==> src/rtl/e1tg_pkg.sv <==
package e1tg_pkg;
    localparam int SER_DIV    = 8;    // internal ticks per serial bit
    localparam int FRAME_BITS = 256;  // bit positions per frame
    localparam int MF_FRAMES  = 16;   // frames per multiframe
    localparam int PRE_MAX    = 4;    // largest prescale ratio

    localparam int PRE_W = $clog2(PRE_MAX);
    localparam int PH_W  = $clog2(SER_DIV);
    localparam int BIT_W = $clog2(FRAME_BITS);
    localparam int FR_W  = $clog2(MF_FRAMES);

    typedef enum logic [1:0] {
        SEL_DIV1 = 2'b00,
        SEL_DIV2 = 2'b01,
        SEL_DIV4 = 2'b10,
        SEL_RSVD = 2'b11
    } div_sel_e;
endpackage

==> src/rtl/e1tg_prescaler.sv <==
module e1tg_prescaler
    import e1tg_pkg::*;
(
    input  logic       clk,
    input  logic       rst,
    input  logic [1:0] sel_in,
    input  logic       frame_load,
    output logic       tick
);
    typedef struct packed {
        logic [1:0]       sel;
        logic [PRE_W-1:0] cnt;
    } pre_st_t;

    pre_st_t st_d, st_q;
    logic [PRE_W-1:0] last_cnt;

    // terminal count of the active prescale ratio
    always_comb begin
        case (div_sel_e'(st_q.sel))
            SEL_DIV2: last_cnt = PRE_W'(1);
            SEL_DIV4: last_cnt = PRE_W'(3);
            default:  last_cnt = '0;
        endcase
    end

    assign tick = (st_q.cnt == last_cnt);

    always_comb begin
        st_d = st_q;
        if (rst || frame_load) begin
            st_d.sel = sel_in;
            st_d.cnt = '0;
        end else if (tick) begin
            st_d.cnt = '0;
        end else begin
            st_d.cnt = st_q.cnt + PRE_W'(1);
        end
    end

    always_ff @(posedge clk) begin
        st_q <= st_d;
    end
endmodule

==> src/rtl/e1tg_bitclk.sv <==
module e1tg_bitclk
    import e1tg_pkg::*;
(
    input  logic clk,
    input  logic rst,
    input  logic tick,
    output logic bit_strobe,
    output logic ser_clk
);
    localparam logic [PH_W-1:0] PH_LAST = PH_W'(SER_DIV - 1);
    localparam logic [PH_W-1:0] PH_HALF = PH_W'(SER_DIV / 2);

    typedef struct packed {
        logic [PH_W-1:0] phase;
        logic            sclk;
    } bc_st_t;

    bc_st_t st_d, st_q;

    // asserted in the cycle whose edge raises the serial clock
    assign bit_strobe = tick && (st_q.phase == PH_LAST);
    assign ser_clk    = st_q.sclk;

    always_comb begin
        st_d = st_q;
        if (rst) begin
            st_d.phase = PH_LAST;
            st_d.sclk  = 1'b0;
        end else begin
            if (tick) begin
                st_d.phase = st_q.phase + PH_W'(1);
            end
            st_d.sclk = (st_d.phase < PH_HALF);
        end
    end

    always_ff @(posedge clk) begin
        st_q <= st_d;
    end
endmodule

==> src/rtl/e1tg_frame_ctr.sv <==
module e1tg_frame_ctr
    import e1tg_pkg::*;
(
    input  logic             clk,
    input  logic             rst,
    input  logic             bit_strobe,
    output logic             frame_wrap,
    output logic             fsync,
    output logic             mfsync,
    output logic [BIT_W-1:0] bit_pos,
    output logic [FR_W-1:0]  frame_pos
);
    localparam logic [BIT_W-1:0] BIT_LAST = BIT_W'(FRAME_BITS - 1);
    localparam logic [FR_W-1:0]  FR_LAST  = FR_W'(MF_FRAMES - 1);

    typedef struct packed {
        logic             started;
        logic [BIT_W-1:0] bitc;
        logic [FR_W-1:0]  frame;
        logic             fs;
        logic             mfs;
    } fc_st_t;

    fc_st_t st_d, st_q;

    assign frame_wrap = bit_strobe && st_q.started && (st_q.bitc == BIT_LAST);
    assign fsync      = st_q.fs;
    assign mfsync     = st_q.mfs;
    assign bit_pos    = st_q.bitc;
    assign frame_pos  = st_q.frame;

    always_comb begin
        st_d = st_q;
        if (rst) begin
            st_d = '0;
        end else if (bit_strobe) begin
            if (!st_q.started) begin
                st_d.started = 1'b1;
                st_d.bitc    = '0;
                st_d.frame   = '0;
            end else if (st_q.bitc == BIT_LAST) begin
                st_d.bitc  = '0;
                st_d.frame = (st_q.frame == FR_LAST) ? '0 : st_q.frame + FR_W'(1);
            end else begin
                st_d.bitc = st_q.bitc + BIT_W'(1);
            end
            st_d.fs  = (st_d.bitc == BIT_LAST);
            st_d.mfs = (st_d.bitc == BIT_LAST) && (st_d.frame == FR_LAST);
        end
    end

    always_ff @(posedge clk) begin
        st_q <= st_d;
    end
endmodule

==> src/rtl/e1_tx_timing_gen.sv <==
module e1_tx_timing_gen
    import e1tg_pkg::*;
(
    input  logic             osc_clk,
    input  logic             rst,
    input  logic [1:0]       div_sel,
    output logic             ser_clk,
    output logic             frame_sync,
    output logic             mframe_sync,
    output logic [BIT_W-1:0] bit_cnt,
    output logic [FR_W-1:0]  frame_cnt
);
    logic int_tick;
    logic bit_strobe;
    logic frame_wrap;

    e1tg_prescaler u_pre (
        .clk        (osc_clk),
        .rst        (rst),
        .sel_in     (div_sel),
        .frame_load (frame_wrap),
        .tick       (int_tick)
    );

    e1tg_bitclk u_bclk (
        .clk        (osc_clk),
        .rst        (rst),
        .tick       (int_tick),
        .bit_strobe (bit_strobe),
        .ser_clk    (ser_clk)
    );

    e1tg_frame_ctr u_fctr (
        .clk        (osc_clk),
        .rst        (rst),
        .bit_strobe (bit_strobe),
        .frame_wrap (frame_wrap),
        .fsync      (frame_sync),
        .mfsync     (mframe_sync),
        .bit_pos    (bit_cnt),
        .frame_pos  (frame_cnt)
    );
endmodule

==> config.mk <==
export PLATFORM = sky130hd
export DESIGN_NAME = e1_tx_timing_gen
export DESIGN_NICKNAME = d
export VERILOG_FILES = /design/src/rtl/e1tg_pkg.sv /design/src/rtl/e1tg_prescaler.sv /design/src/rtl/e1tg_bitclk.sv /design/src/rtl/e1tg_frame_ctr.sv /design/src/rtl/e1_tx_timing_gen.sv
export SDC_FILE = /design/constraint.sdc
export NUM_CORES = 1
export LEC_CHECK = 0
export BUFFER_PORTS_ARGS = -buffer_cell sky130_fd_sc_hd__buf_2
export CORE_ASPECT_RATIO = 1.25
export CORE_UTILIZATION = 40
export CTS_CLUSTER_DIAMETER = 100
export DETAILED_ROUTE_END_ITERATION = 12
export GPL_TIMING_DRIVEN = 0
export PLACE_DENSITY = 0.71
export SLEW_MARGIN = 20
export SYNTH_ARGS = -nofsm -noshare
export SYNTH_HDL_FRONTEND = slang
export SYNTH_SLANG_ARGS = --single-unit
export TNS_END_PERCENT = 1
==> constraint.sdc <==
create_clock -name osc_clk -period 2.3 [get_ports osc_clk]
set_clock_uncertainty 0.05 [all_clocks]
set_input_delay 0.69 -clock osc_clk [delete_from_list [all_inputs] [get_ports osc_clk]]
set_output_delay 0.69 -clock osc_clk [all_outputs]
set_load 0.01 [all_outputs]
==> impl_metrics.env <==
export IMPL_status="completed"
export IMPL_htreeDepth=1
export IMPL_overflow=0
export IMPL_routed_wl_mm=2.88
export IMPL_pwr_share_seq_pct=46.4
export IMPL_arrival_ps=2300
export IMPL_synth_seq_cells=23
export IMPL_netSwitchingPower_uw=355
export IMPL_cts_tree="yes"
export IMPL_rsz0062_at_grt="false"
export IMPL_slew_violations=0
export IMPL_grt_pass1_vias=1075
export IMPL_start_util_pct=41.9
export IMPL_p_sw_share_pct=34.0
export IMPL_powerDensity_nw_per_um2=670
export IMPL_dpl_hpwl_mm=2.04
export IMPL_drive_gt1_share_pct=28.9
export IMPL_grt_use_total_pct=17.8
export IMPL_vias_per_cell=5.40
export IMPL_worstSetupStartpointType="flip-flop"
export IMPL_post_cts_buffers=0
export IMPL_synth_top_cell_by_area="dfxtp_1"
export IMPL_nets=183
export IMPL_min_delay_path_depth=2
export IMPL_avgSynthCellArea_um2=8.87
export IMPL_power_uw=1040
export IMPL_dieArea_um2=3580
export IMPL_synth_nets=160
export IMPL_clock_path_buffers=2
export IMPL_ant_nets=0
export IMPL_die_x_um=53.7
export IMPL_avgRoutedWirePerCell_um=13.7
export IMPL_hold_end="u_fctr.fsync$_SDFFE_PP0N_"
export IMPL_fmax_ghz=0.461
export IMPL_cp_max_fo=8
export IMPL_grt_pass1_wl_mm=4.69
export IMPL_worstReg2RegEnd="u_fctr.mfsync$_SDFFE_PP0N_"
export IMPL_num_vias=1134
export IMPL_synthCells=151
export IMPL_max_vdd_ir_drop_mv=0.513
export IMPL_syn2layout_area_growth_pct=16.4
export IMPL_drc=0
export IMPL_synth_area_leaders="dfxtp_1 (31%), buf_4 (7.9%), ha_1 (4.7%)"
export IMPL_cts_hold_buf=0
export IMPL_globalplace_congestion=0.845
export IMPL_antenna_found_initial=0
export IMPL_yosysTopAreaCellShare_pct=31.4
export IMPL_clkTransAtPathRegs_ps=90
export IMPL_die_h_um=66.7
export IMPL_yosysWarnings=0
export IMPL_grt_max_degree=14
export IMPL_reg2reg_from="u_fctr.bit_pos[1]$_SDFFE_PP0N_"
export IMPL_rr_worst_depth=5
export IMPL_hold_path_class="reg -> reg"
export IMPL_leakage_uw=0.000619
export IMPL_pwr_share_comb_pct=28.5
export IMPL_async_flop_share_pct=0
export IMPL_core_area_um2=3190
export IMPL_insertion_delay_ps=270
export IMPL_min_period_ps=2170
export IMPL_worstHoldStart="u_fctr.fsync$_SDFFE_PP0N_"
export IMPL_r2r_setup_slack_ps=130
export IMPL_pwr_share_clk_pct=25.1
export IMPL_ys_flop_type="dfxtp_1"
export IMPL_synth_cell_types=45
export IMPL_syn_area_um2=1340
export IMPL_drtPass1Iterations=4
export IMPL_setup_tns_ps=0
export IMPL_endpoint_kind="flip-flop"
export IMPL_synth_seq_area_share_pct=35.9
export IMPL_port_buffers=18
export IMPL_hold_viol=0
export IMPL_dr_first_iter_drc_count=26
export IMPL_critPathKind="reg -> reg"
export IMPL_intPower_uw=690
export IMPL_synth_edf_count=2
export IMPL_num_io_pins=19
export IMPL_fin_crit_sh_pct=94.2
export IMPL_finalSetupViolations=0
export IMPL_worst_pin_slew_ps=496
export IMPL_cts_root_buffer="clkbuf_8"
export IMPL_fp_row_count=23
export IMPL_cap_violations=0
export IMPL_critical_path_required_ps=2430
export IMPL_numCtsBuffers=3
export IMPL_cts_sinks=23
export IMPL_relSlewSlack_pct=66.9
export IMPL_diodes=0
[worst max-delay path by stage]
stage                                      end                           start  cells after the start  slack [ps]
CTS                    u_pre.st_q[2]$_DFFE_PP_         u_pre.st_q[3]$_DFFE_PP_                      6          20
floorplan           u_fctr.mfsync$_SDFFE_PP0N_  u_fctr.bit_pos[0]$_SDFFE_PP0N_                      5         160
global route        u_fctr.mfsync$_SDFFE_PP0N_  u_fctr.bit_pos[1]$_SDFFE_PP0N_                      5          30
detailed placement  u_fctr.mfsync$_SDFFE_PP0N_  u_fctr.bit_pos[0]$_SDFFE_PP0N_                      5           7
finish              u_fctr.mfsync$_SDFFE_PP0N_  u_fctr.bit_pos[1]$_SDFFE_PP0N_                      5         130
global placement    u_fctr.mfsync$_SDFFE_PP0N_  u_fctr.bit_pos[0]$_SDFFE_PP0N_                      5          30
[power by group through the flow]
stage                     registers (uW)  clock network, uW  logic, uW
after floorplan                      487                  0        205
after global placement               488                  0        276
after detailed placement             490                  0        284
after CTS                            481                264        287
after global routing                 490                278        332
final                                485                262        298
[Yosys cell counts, drive strengths merged (4+ instances only)]
| cell | count |
|---|---|
| nand3 | 7 |
| a21oi | 9 |
| and3 | 4 |
| nand2 | 11 |
| ha | 5 |
| nand3b | 5 |
| nor2 | 7 |
| buf | 17 |
| inv | 5 |
| o21ai | 9 |
| dfxtp | 21 |
[stage by stage]
step | hold slack (ps) | cell area (um^2) | setup WS (ps) | utilization, % | std cells
floorplan | 390 | 1340 | 160 | - | 151
global placement | 397 | 1480 | 33.6 | 46.2 | 206
detailed placement | 402 | 1480 | 6.57 | 46.2 | 206
CTS | 415 | 1520 | 21.1 | 47.7 | 210
global route | 445 | 1560 | 32.3 | 48.8 | 210
finish | 412 | 1560 | 133 | 48.8 | 210
[layout make-up]
class	count	area (um^2)
multi-input combinational	102	714
clock inverter	1	5.00
fill	315	1640
inverter	5	18.8
timing repair buffer	18	90.1
tap	37	46.3
clock buffer	3	41.3
buffer	21	161
sequential	23	482
[repair_timing]
action,4_1_cts,5_1_grt
resized for setup,1,7
endpoints found under the setup margin,1,9
endpoints found under the hold margin,0,0
[cell usage in the layout, fill, tap and decap left out, drive strengths merged, types with 4 or more instances in the layout]
master  instances
a21oi           9
and3            4
buf            35
clkbuf          6
dfxtp          21
ha              5
inv             5
nand2          11
nand3           7
nand3b          5
nor2            7
o21ai           9
[critical path, stage by stage (launching register included)]
cell and delay (ps):
dfxtp_1 390, ha_4 210, or4b_1 490, and3_1 190, or4_4 530, o41ai_2 210
[metal layers]
metal  vias to the layer above  share of wire [%]  global-route usage (%)
met5                         -                  0                       0
met4                         0                1.3                    6.58
met3                         5                2.3                    2.28
met2                        15                 52                    31.5
met1                       539                 44                    21.0
li1                        575                  -                       -
[registers in the layout, summed over array words and instances, names as in the netlist]
register,cells
u_fctr.bit_pos,8
u_bclk.ser_clk,1
u_fctr.fsync,1
u_fctr.st_q,1
u_pre.st_q,4
u_bclk.st_q,3
u_fctr.frame_pos,4
u_fctr.mfsync,1
[logic make-up (layout without fill, tap and decap cells)]
kind of cell	Yosys count	after routing	share of synthesized area (%)
and+or+nand+nor	52	52	22.2
buffers and inverters	26	48	13.4
AOI/OAI and AO/OA	38	38	19.1
DFF	23	23	35.9
xor gates and xnor gates	5	5	3.27
muxes	2	2	1.50
adders and majority gates	5	5	4.67
(Power assumes the default switching activity.)
